File: config.mk
export PLATFORM = sky130hd
export DESIGN_NAME = crc_ci_unit
export DESIGN_NICKNAME = d
export VERILOG_FILES = /design/src/rtl/crc_ci_pkg.sv /design/src/rtl/crc_ci_chunk.sv /design/src/rtl/crc_ci_ctrl.sv /design/src/rtl/crc_ci_datapath.sv /design/src/rtl/crc_ci_unit.sv
export SDC_FILE = /design/constraint.sdc
export NUM_CORES = 1
export LEC_CHECK = 0
export BUFFER_PORTS_ARGS = -buffer_cell sky130_fd_sc_hd__buf_2
export CORE_ASPECT_RATIO = 0.8
export CORE_MARGIN = 2
export CORE_UTILIZATION = 30
export CTS_CLUSTER_DIAMETER = 30
export DETAILED_ROUTE_END_ITERATION = 16
export PLACE_DENSITY = 0.6
export SKIP_CTS_REPAIR_TIMING = 1
export SLEW_MARGIN = 20
export SYNTH_ARGS = -nofsm -noshare
export SYNTH_HDL_FRONTEND = slang
export SYNTH_HIERARCHICAL = 1
export SYNTH_SLANG_ARGS = --single-unit
File: constraint.sdc
create_clock -name clk -period 1.69 [get_ports clk]
set_input_delay 0.169 -clock clk [delete_from_list [all_inputs] [get_ports clk]]
set_output_delay 0.169 -clock clk [all_outputs]
set_load 0.02 [all_outputs]
File: src/rtl/crc_ci_pkg.sv
package crc_ci_pkg;

  localparam int CRC_W = 16;

  typedef enum logic [0:0] {
    ST_IDLE = 1'b0,
    ST_RUN  = 1'b1
  } ci_state_e;

  // One message bit through the MSB-first division step.
  function automatic logic [CRC_W-1:0] crc_bit_step(
    input logic [CRC_W-1:0] cur,
    input logic             msg_bit,
    input logic [CRC_W-1:0] poly
  );
    logic fb;
    fb = cur[CRC_W-1] ^ msg_bit;
    return fb ? ((cur << 1) ^ poly) : (cur << 1);
  endfunction

endpackage

File: src/rtl/crc_ci_chunk.sv
module crc_ci_chunk
  import crc_ci_pkg::*;
#(
  parameter int               BPC  = 4,
  parameter logic [CRC_W-1:0] POLY = 16'h1021
) (
  input  logic [CRC_W-1:0] crc_in,
  input  logic [BPC-1:0]   msg_bits,
  output logic [CRC_W-1:0] crc_out
);

  logic [CRC_W-1:0] stage [0:BPC];

  assign stage[0] = crc_in;

  // Highest message bit enters first.
  for (genvar g = 0; g < BPC; g++) begin : g_bit
    assign stage[g+1] = crc_bit_step(stage[g], msg_bits[BPC-1-g], POLY);
  end

  assign crc_out = stage[BPC];

endmodule

File: src/rtl/crc_ci_ctrl.sv
module crc_ci_ctrl
  import crc_ci_pkg::*;
#(
  parameter int STEPS = 4
) (
  input  logic clk,
  input  logic rst_n,
  input  logic start,
  input  logic init_mode,
  output logic load_init,
  output logic take_first,
  output logic take_next,
  output logic busy,
  output logic done
);

  localparam int CNT_W = (STEPS > 1) ? $clog2(STEPS) : 1;

  ci_state_e        state_q;
  logic [CNT_W-1:0] cnt_q;
  logic             done_q;
  logic             accept;
  logic             last_step;

  assign accept     = start && (state_q == ST_IDLE);
  assign load_init  = accept && init_mode;
  assign take_first = accept && !init_mode;
  assign take_next  = (state_q == ST_RUN);
  assign last_step  = (cnt_q == CNT_W'(STEPS - 1));
  assign busy       = (state_q == ST_RUN);
  assign done       = done_q;

  always_ff @(posedge clk or negedge rst_n) begin
    if (!rst_n) begin
      state_q <= ST_IDLE;
      cnt_q   <= '0;
      done_q  <= 1'b0;
    end else begin
      done_q <= 1'b0;
      case (state_q)
        ST_IDLE: begin
          if (load_init) begin
            done_q <= 1'b1;
          end else if (take_first) begin
            state_q <= ST_RUN;
            cnt_q   <= CNT_W'(1);
          end
        end
        ST_RUN: begin
          if (last_step) begin
            state_q <= ST_IDLE;
            cnt_q   <= '0;
            done_q  <= 1'b1;
          end else begin
            cnt_q <= cnt_q + CNT_W'(1);
          end
        end
        default: state_q <= ST_IDLE;
      endcase
    end
  end

  AST_INIT_ONE_CYCLE: assert property (@(posedge clk) disable iff (!rst_n)
    load_init |=> (done && !busy));
  AST_DATA_ENTERS_RUN: assert property (@(posedge clk) disable iff (!rst_n)
    take_first |=> (busy && !done));
  AST_RUN_ENDS_IN_DONE: assert property (@(posedge clk) disable iff (!rst_n)
    (busy && last_step) |=> (done && !busy));
  AST_BUSY_HOLDS: assert property (@(posedge clk) disable iff (!rst_n)
    (busy && !last_step) |=> (busy && !done));
  AST_DONE_SINGLE: assert property (@(posedge clk) disable iff (!rst_n)
    (done && !accept) |=> !done);

endmodule

File: src/rtl/crc_ci_datapath.sv
module crc_ci_datapath
  import crc_ci_pkg::*;
#(
  parameter int               BPC  = 4,
  parameter logic [CRC_W-1:0] POLY = 16'h1021
) (
  input  logic             clk,
  input  logic             rst_n,
  input  logic             load_init,
  input  logic             take_first,
  input  logic             take_next,
  input  logic [CRC_W-1:0] operand,
  output logic [CRC_W-1:0] result
);

  logic [CRC_W-1:0] crc_q;
  logic [CRC_W-1:0] sh_q;
  logic [BPC-1:0]   chunk_bits;
  logic [CRC_W-1:0] chunk_out;

  // The first slice comes straight from the operand, so no cycle is spent capturing it.
  assign chunk_bits = take_first ? operand[CRC_W-1 -: BPC] : sh_q[CRC_W-1 -: BPC];

  crc_ci_chunk #(
    .BPC  (BPC),
    .POLY (POLY)
  ) u_chunk (
    .crc_in   (crc_q),
    .msg_bits (chunk_bits),
    .crc_out  (chunk_out)
  );

  always_ff @(posedge clk or negedge rst_n) begin
    if (!rst_n) begin
      crc_q <= '0;
      sh_q  <= '0;
    end else if (load_init) begin
      crc_q <= operand;
    end else if (take_first) begin
      crc_q <= chunk_out;
      sh_q  <= operand << BPC;
    end else if (take_next) begin
      crc_q <= chunk_out;
      sh_q  <= sh_q << BPC;
    end
  end

  assign result = crc_q;

  AST_INIT_LOAD: assert property (@(posedge clk) disable iff (!rst_n)
    load_init |=> (result == $past(operand)));
  AST_HOLD_IDLE: assert property (@(posedge clk) disable iff (!rst_n)
    !(load_init || take_first || take_next) |=> $stable(result));
  AST_ONE_ACTION: assert property (@(posedge clk) disable iff (!rst_n)
    $onehot0({load_init, take_first, take_next}));

endmodule

File: src/rtl/crc_ci_unit.sv
module crc_ci_unit
  import crc_ci_pkg::*;
#(
  parameter int               BITS_PER_CYCLE = 4,
  parameter logic [CRC_W-1:0] POLY           = 16'h1021
) (
  input  logic             clk,
  input  logic             rst_n,
  input  logic             start,
  input  logic             init_mode,
  input  logic [CRC_W-1:0] operand,
  output logic [CRC_W-1:0] result,
  output logic             done,
  output logic             busy
);

  // BITS_PER_CYCLE must divide CRC_W and be smaller than it.
  localparam int STEPS = CRC_W / BITS_PER_CYCLE;

  logic load_init;
  logic take_first;
  logic take_next;

  crc_ci_ctrl #(
    .STEPS (STEPS)
  ) u_ctrl (
    .clk        (clk),
    .rst_n      (rst_n),
    .start      (start),
    .init_mode  (init_mode),
    .load_init  (load_init),
    .take_first (take_first),
    .take_next  (take_next),
    .busy       (busy),
    .done       (done)
  );

  crc_ci_datapath #(
    .BPC  (BITS_PER_CYCLE),
    .POLY (POLY)
  ) u_dp (
    .clk        (clk),
    .rst_n      (rst_n),
    .load_init  (load_init),
    .take_first (take_first),
    .take_next  (take_next),
    .operand    (operand),
    .result     (result)
  );

endmodule

==> results of run 1 <==
[layer usage]
layer  up-vias  global-route usage  share of wire  wire length, um
li1        651                   -              -                -
met1       601              0.1848           0.49             1996
met2        29              0.1841           0.44             1789
met3         5             0.04000          0.053              213
met4         0             0.05128          0.011               46
met5         -                   0              0                0
[state kept, by name (all words and copies together) (netlist names)]
register      cells
u_dp/sh_q        12
u_dp/result      16
u_ctrl/cnt_q      2
u_ctrl/done       1
u_ctrl/busy       1
[kinds of logic after synthesis]
| group | after synthesis |
|---|---|
| AO/OA/AOI/OAI | 48 |
| flip-flops | 32 |
| AND/OR/NAND/NOR | 29 |
| multiplexers | 21 |
| buffers and inverters | 17 |
| XOR/XNOR | 12 |
| adder cells (fa/ha/maj) | 1 |
[area by class of cell]
class,instances,area share
clock buffer,8,0.04131
timing repair buffer,49,0.1274
sequential,32,0.3678
tap,81,0.04647
inverter,2,0.003442
multi-input combinational,111,0.4137
[placed cells by master, fill, tap and decap left out, drive strengths merged]
cell type and count:
nor2 5, a21oi 8, mux2 4, mux2i 17, xor3 8, nand2 20
buf 48, inv 2, clkbuf 8, dlygate4sd3 1, nand2b 3, nor2b 1
o221ai 1, ha 1, o21ai 19, dfrtp 32, o22ai 14, a22o 5
xor2 4, o21a 1
[worst min-delay path, delay by kind of cell]
family	cells	cell delay [ns]
buffers and inverters	1	0.09
AOI/OAI and AO/OA	1	0.05
and+or+nand+nor	1	0.06
[power by group through the flow]
stage               Clock (uW)  Combinational, uW  Sequential (uW)
floorplan                    0               1930             1720
global placement             0               2540             1520
detailed placement           0               2580             1530
CTS                        627               2580             1510
global route               665               2810             1560
finish                     601               2580             1510
[per-stage QoR]
stage | util | setup slack [ns] | TNS, ns | hold slack (ns)
after floorplan | - | -0.1497 | -0.3045 | -0.1266
after global placement | 0.3536 | 0.06898 | 0 | 0.2200
after detailed placement | 0.3536 | 0.03862 | 0 | 0.2225
after CTS | 0.3690 | 0.02772 | 0 | -0.08959
after global routing | 0.3728 | 0.003510 | 0 | 0.1132
final | 0.3728 | 0.07976 | 0 | 0.1207
[worst max-delay path by stage]
stage / from / to / slack, ns / cells past startpoint
6_report: u_ctrl/busy / u_dp/result[7] / 0.08 / 6
5_1_grt: u_ctrl/busy / u_dp/result[7] / 0.004 / 6
4_1_cts: u_ctrl/busy / u_dp/result[7] / 0.03 / 6
3_5_place_dp: init_mode / u_dp/result[7] / 0.04 / 8
3_3_place_gp: init_mode / u_dp/result[7] / 0.07 / 8
2_1_floorplan: u_ctrl/busy / u_dp/result[15] / -0.15 / 7
==> results.yml, run 1 <==
min_path:
  min_path_type: "in -> reg"
  hold_path_end: "u_dp/result[13]"
  whs_path_depth: 3
  holdCritStartpoint: "operand[13]"
critical_path:
  critical_path_class: "reg -> reg"
  worstPathBufferInverterCount: 1
  critPathSlowestCell: "dfrtp_2"
  crit_family: "multiplexers"
  crit_path_end_kind: "register"
  critPathArrivalTime_ns: 1.77
  path_cells: "nor2_4 > buf_4 > mux2_4 > xor3_1 > mux2i_1 > o21ai_0"
  timing.rr.start: "u_ctrl/busy"
  r2r_end: "u_dp/result[7]"
  rrSetupSlack_ns: 0.08
  critPathMaxFanout: 5
  start_kind: "register"
  slowest_delay_ns: 0.43
  rr_worst_depth: 6
  cp.required_ns: 1.85
cells_and_area:
  multi_input_area_um2: 902.1
  layout.nets: 222
  antenna_cells: 0
  fin_area_mm2: 0.002181
  drive_gt1_frac: 0.3218
  final_cells: 283
  syn2layout_area_growth_pct: 20.96
  regArea_um2: 802.0
  fillCellCount: 614
synth:
  synth_cell_type_count: 26
  synth_fa_ha_area_frac: 0.006940
  muxShareOfSynthArea: 0.1194
  synthXorXnorAreaFrac: 0.1249
  synth_compound_area_frac: 0.1589
  synth_edf_count: 0
  synth-main-ff-cell: "dfrtp_1"
  avgSynthCellArea_um2: 11.27
  yosysTopAreaCell: "dfrtp_1"
  synth.net_count: 181
  ys_seq_area_frac: 0.4441
  synthSimpleGateAreaFrac: 0.07634
  synth_top_area_frac: 0.4441
  synth_commonest_cells: "dfrtp_1, nand2_1, mux2i_1"
  synth_area_mm2: 0.001803
  synth_area_leaders: "dfrtp_1, xor3_1, mux2i_1"
  synth_top_family_by_area: "compound AO/OA/AOI/OAI gates"
  ys_seq_elements: 32
  synth_most_common_cell: "dfrtp_1"
  yosysWarnings: 6
  synthArstFlopShare: 1.000
  syn_inst: 160
placement:
  port_buffers: 37
  hpwl_um: 2975
  placed_area_mm2: 0.002068
  gp_congestion: 0.7630
  place_inst: 273
timing:
  min_period_ns: 1.610
  worstMarginPinSlew_ns: 0.5264
  fin_worst_skew_ns: 0.007662
  rsz0062_at_grt: "false"
  fin_crit_sh: 0.9528
  setup_viol_count_final: 0
  drv_slew: 0
  relSlewSlack: 0.6453
  max_freq_ghz: 0.6210
  finalHoldViolCount: 0
detailed_routing:
  drc: 0
  wl_per_cell_um: 14.29
  drt_iter0_markers: 106
  ant_nets: 0
  wl_um: 4045
  dr.pass1.iters: 4
  vias_per_cell: 4.544
  vias: 1286
clock_tree:
  cts.htree.levels: 2
  cts_tree: "yes"
  clk_latency_ns: 0.28
  cts_buffer_depth: 2
  path_clk_slew_ns: 0.07
  ctsRootBufferMaster: "clkbuf_8"
  numClockSinks: 32
  cts_buffers: 5
pwr:
  p_int_uw: 2867
  swShare: 0.3895
  vdd_drop_max_mv: 0.5223
  power_uw: 4696
  p_switching_uw: 1829
  pwr-share-clk: 0.128
  pwr_density_cell_mw_per_mm2: 2153
  power_leakage_uw: 0.001027
  p_seq_frac: 0.322
  combPwrFrac: 0.550
run_status:
  status: "finished clean"
global_routing:
  grt_pass1_wl_um: 6548
  track_usage: 0.1297
  antenna_found_initial: 0
  grt_pass1_vias: 1240
  grt_max_degree: 33
  grt_overflow: 0
floorplanning:
  io_pins: 38
  initial_core_util: 0.3082
  die_height_um: 73.34
  die_w_um: 90.68
  core_area_mm2: 0.005849
  fp-row-count: 25
  fp.dieArea_mm2: 0.006650
run:
  maxCapViolCount: 0
(Power assumes the default switching activity.)
==> run 2, diff against run 1 <==
Settings changed: GPL_TIMING_DRIVEN set to 0, SLEW_MARGIN 20 to 30, SYNTH_HIERARCHICAL 1 to not set.
==> run 2 against run 1 <==
Effect of this change: the flow now finishes with violations (negative setup slack); clock skew down 0.0050 ns; sequential share of layout area is 1.4 points lower; wire length is 13% higher; worst hold slack got worse by 0.017 ns; clock power grew 21%; worst setup slack worse by 0.082 ns; sequential power decreased by 3%; final area up 4.0%; global-route usage increased by 2.3 points; core utilization up 3.7 points; combinational power down 5%; critical path type unchanged.
==> results.yml, run 2 <==
run_status:
  status: "finished, violations left"
  violations: "negative setup slack"
synth:
  synth_area_mm2: 0.001734
  synth-main-ff-cell: "dfrtp_1"
  ys_seq_elements: 32
  ys_seq_area_frac: 0.4618
  synth_fa_ha_area_frac: 0.007215
  synthXorXnorAreaFrac: 0.04545
  synth_compound_area_frac: 0.1587
  synth_cell_type_count: 32
  yosysWarnings: 0
  yosysTopAreaCell: "dfrtp_1"
  synthArstFlopShare: 1.000
  syn_inst: 180
  synth_edf_count: 0
  synth_top_area_frac: 0.4618
  synth_commonest_cells: "nand2_1, dfrtp_1, nor2_1"
  synth_top_family_by_area: "simple AND/OR/NAND/NOR gates"
  synth_area_leaders: "dfrtp_1, nand2_1, a21oi_1"
  synthSimpleGateAreaFrac: 0.2165
  avgSynthCellArea_um2: 9.634
  synth_most_common_cell: "nand2_1"
  muxShareOfSynthArea: 0.06710
  synth.net_count: 201
cells_and_area:
  multi_input_area_um2: 905.9
  layout.nets: 257
  syn2layout_area_growth_pct: 30.74
  regArea_um2: 802.0
  final_util: 0.4103
  final_common_cell: "nand2_1"
  largest_reg_flops: 16
  final_cells: 315
  fillCellCount: 596
  drive_gt1_frac: 0.3291
  final_cell_mix: "nand2_1, buf_2, dfrtp_1"
  antenna_cells: 0
global_routing:
  track_usage: 0.1529
  antenna_found_initial: 0
  grt_overflow: 0
  grt_pass1_vias: 1447
  grt_max_degree: 33
  grt_pass1_wl_um: 7279
clock_tree:
  numClockSinks: 32
  cts_buffers: 5
  cts.htree.levels: 2
  path_clk_slew_ns: 0.07
  ctsRootBufferMaster: "clkbuf_8"
  cts_tree: "yes"
  cts_buffer_depth: 2
  clk_latency_ns: 0.29
pwr:
  pwr_density_cell_mw_per_mm2: 2046
  power_leakage_uw: 0.001087
  vdd_drop_max_mv: 0.5276
run:
  maxCapViolCount: 0
detailed_routing:
  ant_nets: 0
  wl_um: 4572
  vias: 1512
  wl_per_cell_um: 14.51
  vias_per_cell: 4.800
  drc: 0
  dr.pass1.iters: 4
  drt_iter0_markers: 55
critical_path:
  critPathArrivalTime_ns: 1.91
  path_cells: "or3b_1 > buf_6 > o22ai_4 > mux2_4 > a21oi_2"
  worstPathBufferInverterCount: 1
  critPathSlowestCell: "dfrtp_2"
  start_kind: "register"
  critPathMaxFanout: 5
  slowest_delay_ns: 0.46
  crit_family: "flip-flops"
  critical_path_class: "reg -> reg"
  crit_path_end_kind: "register"
  cp.required_ns: 1.91
min_path:
  min_path_type: "in -> reg"
floorplanning:
  io_pins: 38
  die_w_um: 89.01
  fp-row-count: 24
  initial_core_util: 0.3139
  core_area_mm2: 0.005525
  die_height_um: 72
  fp.dieArea_mm2: 0.006408
timing:
  fin_worst_skew_ns: 0.002690
  finalHoldViolCount: 0
  rsz0062_at_grt: "true"
  fin_crit_sh: 1.001
  relSlewSlack: 0.5262
  min_period_ns: 1.692
  worstMarginPinSlew_ns: 0.7107
  setup_ws_ns: -0.001915
  max_freq_ghz: 0.5910
  drv_slew: 0
  setup_viol_count_final: 1
placement:
  place_inst: 295
  port_buffers: 37
  gp_congestion: 0.8249
  hpwl_um: 3294
[run 2: layer usage]
layer | global-route usage | part of all wire | up-vias
met4 | 0.07131 | 0.017 | 0
met3 | 0.03868 | 0.051 | 8
met1 | 0.2165 | 0.48 | 710
met2 | 0.2189 | 0.45 | 47
met5 | 0 | 0 | -
li1 | - | - | 747
[run 2: layout make-up]
type / instances / share of cell area
multi-input combinational: 138 / 0.3996
sequential: 32 / 0.3538
timing repair buffer: 50 / 0.1275
tap: 78 / 0.04305
clock buffer: 6 / 0.03201
buffer: 9 / 0.02870
clock inverter: 2 / 0.01545
[run 2: report_power, final]
part | internal (uW) | switching, uW
clock | 437 | 291
sequential | 1130 | 341
combinational | 1180 | 1260
total | 2740 | 1890
[run 2: per-stage QoR]
| stage | worst slack, ns | total power [uW] | hold slack (ns) | TNS (ns) | area, um^2 |
|---|---|---|---|---|---|
| after floorplan | -0.04316 | 3148 | -0.1266 | -0.2045 | 1773 |
| final | -0.001915 | 4638 | 0.1036 | -0.001915 | 2267 |
| after global placement | -0.06977 | 3710 | 0.2793 | -0.4036 | 2056 |
| after CTS | -0.09424 | 4495 | -0.05042 | -0.5814 | 2163 |
| after global routing | -0.06467 | 5009 | 0.1097 | -0.1756 | 2267 |
| after detailed placement | -0.08392 | 3752 | 0.2735 | -0.4437 | 2056 |
[run 2: worst paths after layout]
check | from | endpoint | slack, ns | depth (start not counted)
setup / recovery | u_ctrl.busy | u_dp.result[15] | -0.002 | 5
hold / removal | operand[2] | u_dp.sh_q[6] | 0.10 | 3
setup reg to reg | u_ctrl.busy | u_dp.result[15] | -0.002 | 5
hold reg to reg | u_dp.sh_q[10] | u_dp.sh_q[10] | 0.48 | 2
max in group asynchronous | rst_n | u_ctrl.busy | 0.74 | 2
min in group asynchronous | rst_n | u_ctrl.cnt_q[1] | 0.46 | 2
[run 2: logic make-up after synthesis]
family,Yosys count
DFF,32
AOI/OAI and AO/OA,39
adders and majority gates,1
buffers and inverters,10
and+or+nand+nor,78
xor gates and xnor gates,9
muxes,11
[run 2: worst register-to-register path, cell delays in order, from the launching register on]
cell,delay [ns]
dfrtp_2,0.46
or3b_1,0.38
buf_6,0.15
o22ai_4,0.18
mux2_4,0.33
a21oi_2,0.13
==> run 3, diff against run 2 <==
Settings changed: RECOVER_POWER set to 50.
==> run 3 against run 2 <==
Effect of this change: the flow still finishes with violations (negative setup slack); first-iteration DRC count rose by 1.8%; clock power barely moved; count of clock-buffer cells in the layout did not move; sequential power barely moved; global-route usage did not move; maximum frequency barely moved; critical path type unchanged; critical endpoint unchanged.
==> results.yml, run 3 (synthesis results as in run 2) <==
detailed_routing:
  ant_nets: 0
  vias: 1490
  wl_per_cell_um: 14.56
  drc: 0
  vias_per_cell: 4.730
  dr.pass1.iters: 4
  wl_um: 4587
  drt_iter0_markers: 56
timing:
  rsz0062_at_grt: "true"
  setup_ws_ns: -0.003415
  setup_viol_count_final: 1
  max_freq_ghz: 0.5905
  fin_crit_sh: 1.002
  worstMarginPinSlew_ns: 0.7888
  relSlewSlack: 0.4741
  drv_slew: 0
  min_period_ns: 1.693
  finalHoldViolCount: 0
  fin_worst_skew_ns: 0.003226
  timing.hold.ws_ns: 0.1034
floorplanning:
  io_pins: 38
  core_area_mm2: 0.005525
  die_height_um: 72
  die_w_um: 89.01
  fp-row-count: 24
  initial_core_util: 0.3139
  fp.dieArea_mm2: 0.006408
clock_tree:
  numClockSinks: 32
  ctsRootBufferMaster: "clkbuf_8"
  clk_latency_ns: 0.29
  path_clk_slew_ns: 0.07
  cts_buffer_depth: 2
  cts_tree: "yes"
  cts_buffers: 5
  cts.htree.levels: 2
critical_path:
  critPathMaxFanout: 5
  r2r_end: "u_dp.result[15]"
  rr_worst_depth: 5
  critical_path_class: "reg -> reg"
  critPathArrivalTime_ns: 1.92
  rrSetupSlack_ns: -0.003
  path_cells: "or3b_1 > buf_6 > o22ai_4 > mux2_4 > a21oi_2"
  crit_path_end_kind: "register"
  crit_path_end: "u_dp.result[15]"
  crit_start: "u_ctrl.busy"
  slowest_delay_ns: 0.46
  start_kind: "register"
  critPathSlowestCell: "dfrtp_2"
  cp.required_ns: 1.91
  timing.rr.start: "u_ctrl.busy"
placement:
  place_ws_ns: -0.08392
  hpwl_um: 3294
  place_inst: 295
  gp_congestion: 0.8249
  port_buffers: 37
global_routing:
  antenna_found_initial: 0
  grt_pass1_vias: 1447
  track_usage: 0.1529
  grt_pass1_wl_um: 7279
  grt_max_degree: 33
  grt_overflow: 0
cells_and_area:
  largest_reg_flops: 16
  final_common_cell: "nand2_1"
  syn2layout_area_growth_pct: 30.01
  final_cell_mix: "nand2_1, dfrtp_1, buf_2"
  antenna_cells: 0
  layout.nets: 257
  final_cells: 315
  drive_gt1_frac: 0.2869
min_path:
  min_path_type: "in -> reg"
pwr:
  vdd_drop_max_mv: 0.5247
  pwr_density_cell_mw_per_mm2: 2045
  power_leakage_uw: 0.001059
  power_uw: 4611
run:
  maxCapViolCount: 0
run_status:
  status: "finished, violations left"
  violations: "negative setup slack"
run 3: cell types whose count changed in the layout (fill, tap and decap cells not counted), sizes merged:
| cell | before | now |
|---|---|---|
| clkbuf | 11 | 22 |
| buf | 53 | 42 |
run 3: cell type report:
class                   count  area [um^2]
clock inverters             2        35.03
plain buffers               9        65.06
flip-flops and latches     32        802.0
fillers                   592         3271
multi-input cells         138        905.9
repair buffers             50        276.5
clock buffers               6        72.57
well taps                  78        97.59
run 3: how the worst min path moves through the flow:
stage	from	cells after the start	end	slack, ns
global placement	rst_n	1	u_ctrl.cnt_q[0]	0.28
CTS	rst_n	1	u_dp.sh_q[13]	-0.05
finish	operand[2]	3	u_dp.sh_q[6]	0.10
global route	operand[3]	3	u_dp.sh_q[7]	0.11
floorplan	rst_n	0	u_ctrl.busy	-0.13
detailed placement	rst_n	1	u_ctrl.cnt_q[0]	0.27
run 3: power by group:
| group | switching, uW | internal [uW] |
|---|---|---|
| clock network | 292 | 437 |
| logic | 1260 | 1140 |
| registers | 347 | 1130 |
| total | 1900 | 2710 |
run 3: worst max-delay path: cells and delay by family (launching register included):
kind | cells | cell delay [ns]
multiplexers | 1 | 0.33
buffers and inverters | 1 | 0.15
AO/OA/AOI/OAI | 2 | 0.31
AND/OR/NAND/NOR | 1 | 0.37
flip-flops | 1 | 0.46
run 3: through the flow:
step	area [um^2]	setup TNS [ns]	util
floorplan	1773	-0.2045	-
global placement	2056	-0.4036	0.3721
detailed placement	2056	-0.4437	0.3721
CTS	2163	-0.5814	0.3915
global route	2255	-0.1756	0.4081
finish	2255	-0.003415	0.4081
run 3: metal layers:
layer  share of wire  track usage  wire, um
met5               0            0         0
met4           0.017      0.07131        80
met3           0.039      0.03868       177
met2            0.45       0.2189      2045
met1            0.50       0.2165      2283
